===== src/rtl/be_lsu.sv =====
module be_lsu #(
  parameter int ADDR_W    = 32,
  parameter int DISP_W    = 16,
  parameter int DATA_W    = 32,
  parameter int MEM_BYTES = 256
) (
  input  logic              clk,
  input  logic              rst_n,
  input  logic [ADDR_W-1:0] base_i,
  input  logic [DISP_W-1:0] disp_i,
  input  logic [DATA_W-1:0] st_data_i,
  input  logic              ld_i,
  input  logic              st_i,
  output logic [DATA_W-1:0] ld_data_o,
  output logic              misalign_o,
  input  logic [$clog2(MEM_BYTES)-1:0] peek_addr_i,
  output logic [7:0]        peek_byte_o
);
  localparam int IDX_W  = $clog2(MEM_BYTES);
  localparam int LANES  = DATA_W / 8;
  localparam int LANE_W = $clog2(LANES);

  logic [ADDR_W-1:0] ea;
  logic              aligned;
  logic [IDX_W-1:0]  wbase;
  logic [7:0]        mem [MEM_BYTES];
  logic [DATA_W-1:0] rword;

  assign ea         = base_i + {{(ADDR_W-DISP_W){disp_i[DISP_W-1]}}, disp_i};
  assign aligned    = (ea[LANE_W-1:0] == '0);
  assign wbase      = {ea[IDX_W-1:LANE_W], {LANE_W{1'b0}}};
  assign misalign_o = (ld_i | st_i) & ~aligned;

  for (genvar g = 0; g < LANES; g++) begin : g_lane
    assign rword[DATA_W-1-8*g -: 8] = mem[wbase | IDX_W'(g)];
  end

  assign ld_data_o   = (ld_i && aligned) ? rword : '0;
  assign peek_byte_o = mem[peek_addr_i];

  always_ff @(posedge clk or negedge rst_n) begin
    if (!rst_n) begin
      for (int i = 0; i < MEM_BYTES; i++) mem[i] <= '0;
    end else if (st_i && aligned) begin
      for (int l = 0; l < LANES; l++)
        mem[wbase | IDX_W'(l)] <= st_data_i[DATA_W-1-8*l -: 8];
    end
  end
endmodule


===== config.mk =====
export PLATFORM = sky130hd
export DESIGN_NAME = be_lsu
export DESIGN_NICKNAME = d
export VERILOG_FILES = /design/src/rtl/be_lsu.sv
export SDC_FILE = /design/constraint.sdc
export NUM_CORES = 2
export LEC_CHECK = 0
export ABC_CLOCK_PERIOD_IN_PS = 5900
export BUFFER_PORTS_ARGS = -buffer_cell sky130_fd_sc_hd__buf_4
export CORE_AREA = 2 2 500 502
export CTS_CLUSTER_SIZE = 40
export DETAILED_ROUTE_END_ITERATION = 7
export DIE_AREA = 0 0 502 504
export PLACE_DENSITY = 0.62
export SLEW_MARGIN = 10
export SYNTH_ARGS = -nofsm -noshare
export SYNTH_HDL_FRONTEND = slang
export SYNTH_SLANG_ARGS = --single-unit

===== constraint.sdc =====
create_clock -name clk -period 5.9 [get_ports clk]
set_input_delay 1.18 -clock clk [delete_from_list [all_inputs] [get_ports clk]]
set_output_delay 1.18 -clock clk [all_outputs]
set_load 0.02 [all_outputs]

==> impl_metrics.yaml <==
worst_setup_path:
  worst-endpoint-required_ns: 4.72
  critical_path.cell_chain: "buf_4 -> ha_2 -> inv_1 -> fa_2 -> nor2b_1 -> o31a_1 -> buf_4 -> a21oi_4 -> buf_12 -> nor2_4 -> buf_12 -> buf_4 -> nand3_1 -> nand4_1 -> a222oi_1 -> o311a_1 -> buf_12 -> buf_4"
  cp_top_family: "compound AO/OA/AOI/OAI gates"
  worst-setup-path-type: "input pin to primary output"
  slowest_delay_ns: 0.80
  setup.reg_to_reg.worst_slack_ns: 4.97
  crit_path_max_fanout: 8
  critical_path_depth: 18
  data_arrival_time_of_the_worst_path_ns: 4.78
  worst_r2r_path_depth: 1
  cp_num_buf_inv: 8
  timing.critical_path.slowest_stage_cell: "sky130_fd_sc_hd__a222oi_1"
  crit_path_start_kind: "input pin"
  crit_top_cell: "sky130_fd_sc_hd__buf_4"
  end_kind: "primary output"
timing:
  finalCriticalPeriod_ns: 5.96
  slew_headroom: 0.293
  finalHoldViolations: 0
  grt_setup_unrepaired: "true"
  timing_max_transition_violations_final: 0
  setup_total_negative_slack_ns: -0.0686
  finalSetupViolCount: 2
  finalClockSkew_ns: 0
  fmaxAchievable_ghz: 0.168
  fin_ws_ns: -0.0601
  worst_slew_pin_slew_ns: 1.06
  timing.final.crit_share: 1.01
cells_and_area:
  layout_commonest_cell: "sky130_fd_sc_hd__dfrtp_1"
  final_core_utilization: 0.525
  multiInputGateArea_um2: 56500
  register_area_um2: 51200
  area_growth_pct: 17.4
  post-route-cell-area_um2: 130000
  biggest_regs: "mem x2048"
  flip_flop_count_of_the_largest_register_all_copies_and_words_added: 2048
  commonest_cells_after_routing_fill_and_taps_aside: "2,048 x sky130_fd_sc_hd__dfrtp_1, 2,047 x sky130_fd_sc_hd__mux2_2, 889 x sky130_fd_sc_hd__nand2_1, 819 x sky130_fd_sc_hd__mux4_2, 711 x sky130_fd_sc_hd__buf_4"
  nNetsFinal: 8595
  fillerInstances: 20700
  registers.top_by_ff_count: "mem"
  final_layout_size_suffix_gt1_frac: 0.499
clock_network:
  cts.path.max_buffers: 3
  cts.hold.buffers_added: 0
  clk_root_buffer_cell: "sky130_fd_sc_hd__clkbuf_16"
  numCtsBuffers: 223
  htreeDepth: 4
  cts_sinks: 2048
  cts.reportedPaths.clkPinSlew_ns: 0.06
  clk_latency_worst_skew_pair_ns: 0.92
  clock_tree_from_tritoncts: "yes"
drt:
  drt_iter0_drc: 9392
  vias_per_cell: 6.71
  finalWirelength_mm: 421
  drcViolationCount: 0
  routed-via-count: 80700
  detail-route-antenna-nets: 0
  drt_pass1_iterations: 8
  drt-wirelength-per-cell_um: 35.0
place:
  dpl.hpwl_mm: 287
  placement.io_buffers: 100
  place_area_um2: 121000
  routability_congestion_estimate: 0.972
power_and_ir_drop:
  p_seq_frac: 0.406
  cellInternalPower_uw: 29800
  leak_pwr_uw: 0.0590
  total_switching_power_uw: 13000
  worst_ir_drop_vdd_v: 0.000270
  total_power_uw: 42900
  pwr-share-clk: 0.357
  portion_of_total_power_attributed_to_combinational_logic: 0.237
  net_switching_share_of_the_total_power: 0.304
  p_per_area_nw_per_um2: 330
die:
  dieHeight_um: 504
  die_area_um2: 253000
  coreArea_um2: 248000
  row_count: 183
  start_util: 0.447
  i_o_pins: 133
  dieWidth_um: 502
outcome:
  failing_checks: "negative setup slack"
  status: "finished with violations"
global_routing:
  grt.total_usage: 0.330
  antenna_violations_before_repair: 34
  grt.overflow.total: 0
  first_global_vias: 81900
  grt_max_degree: 154
  global_route_wire_length_before_repair_mm: 605
logic_synthesis:
  synthesis.yosys.warnings: 0
  postSynthAreaPerCell_um2: 13.5
  syn-cell-area_um2: 111000
  synth_sequential_area_ratio: 0.463
  ys.flop_type: "sky130_fd_sc_hd__dfrtp_1"
  count_of_mapped_cells_out_of_synthesis: 8213
  synth_cell_types: 66
  async_flop_share: 1.00
  synth_edf_count: 0
  yosys.area.top_type_share: 0.463
  synth_top_cells_by_area: "sky130_fd_sc_hd__dfrtp_1 46%, sky130_fd_sc_hd__mux2_2 21%, sky130_fd_sc_hd__mux4_2 17%, sky130_fd_sc_hd__nand2_1 3.1%, sky130_fd_sc_hd__mux2i_1 2.4%"
  synth.largest_area_cell: "sky130_fd_sc_hd__dfrtp_1"
  postSynthNetCount: 8313
  synth-seq-cells: 2048
job:
  maxCapViolCount: 0
worst_hold_path:
  worstHoldPathType: "input pin to asynchronous set/reset pin"
[kinds of logic (layout without fill, tap and decap cells)]
| kind of cell | count (synthesis) | in the layout | synth area share |
|---|---|---|---|
| AND/OR/NAND/NOR | 1393 | 1394 | 0.0544 |
| XOR/XNOR | 3 | 3 | 0.000305 |
| other | 0 | 21 | 0 |
| flip-flops | 2048 | 2048 | 0.463 |
| AO/OA/AOI/OAI | 706 | 706 | 0.0473 |
| multiplexers | 3151 | 3151 | 0.401 |
| adder cells (fa/ha/maj) | 8 | 8 | 0.000972 |
| buffers and inverters | 904 | 1373 | 0.0333 |
[what timing repair did]
item	4_1_cts	5_1_grt
cloned	1	4
pin swaps	8	15
setup endpoints to repair	26	27
resized for setup	44	45
setup buffers	11	29
[path summary, 6_finish.rpt]
kind                            startpoint           end
worst max-delay path             base_i[0]  ld_data_o[0]
worst min-delay path                 rst_n      mem[748]
worst max register to register    mem[265]      mem[265]
worst min register to register    mem[458]      mem[458]
max in group asynchronous            rst_n     mem[1543]
min in group clk                  mem[458]      mem[458]
[metrics by stage]
| step | setup slack [ns] | hold slack, ns | std cells |
|---|---|---|---|
| 2_1_floorplan | 0.504 | 0.476 | 8213 |
| 5_1_grt | -0.0283 | 0.222 | 12000 |
| 3_5_place_dp | -0.793 | 0.511 | 11600 |
| 4_1_cts | -0.0847 | 0.178 | 12000 |
| 3_3_place_gp | -0.783 | 0.495 | 11600 |
| 6_report | -0.0601 | 0.214 | 12000 |
[cell type report]
cell class              instances  share of cell area
clock inverters               115              0.0131
diodes                         21            0.000404
inverters                      12            0.000347
multi-input cells            5262               0.434
clock buffers                 298              0.0487
well taps                    3330              0.0321
repair buffers                948              0.0766
flip-flops and latches       2048               0.394
[synthesized netlist by cell type, drive strengths merged, types with 5 or more instances]
cell type,n
a211oi,29
dfrtp,2048
nand4,41
a2111oi,37
o2111ai,6
mux4,819
o22a,20
a22oi,42
nor2,58
and4,17
mux2,2063
o21ai,100
buf,416
or3,10
o22ai,46
nor4,26
a32oi,185
nor3b,8
o211ai,12
ha,7
inv,12
a32o,21
nand2,930
o41ai,5
mux2i,269
nand2b,8
nand3,216
o221ai,21
a21oi,61
clkbuf,476
a31oi,70
o311ai,11
a221oi,8
nor3,36
nor2b,8
or2,6
and3,24
[routing by layer]
layer  GRT usage  routed length, um  up-vias
li1            -                  -    31900
met1       0.431             159000    42900
met2       0.491             187000     4785
met3      0.0905              45100     1162
met4       0.199              30100       22
met5           0                170        -
[power groups by stage]
stage | Sequential (uW) | Clock [uW] | Combinational, uW
final | 17400 | 15300 | 10200
after global routing | 17600 | 16000 | 10600
after CTS | 17400 | 15500 | 9880
after detailed placement | 17600 | 0 | 9770
after global placement | 17500 | 0 | 9610
after floorplan | 17000 | 0 | 5730
Power figures use the tool's default switching activity.
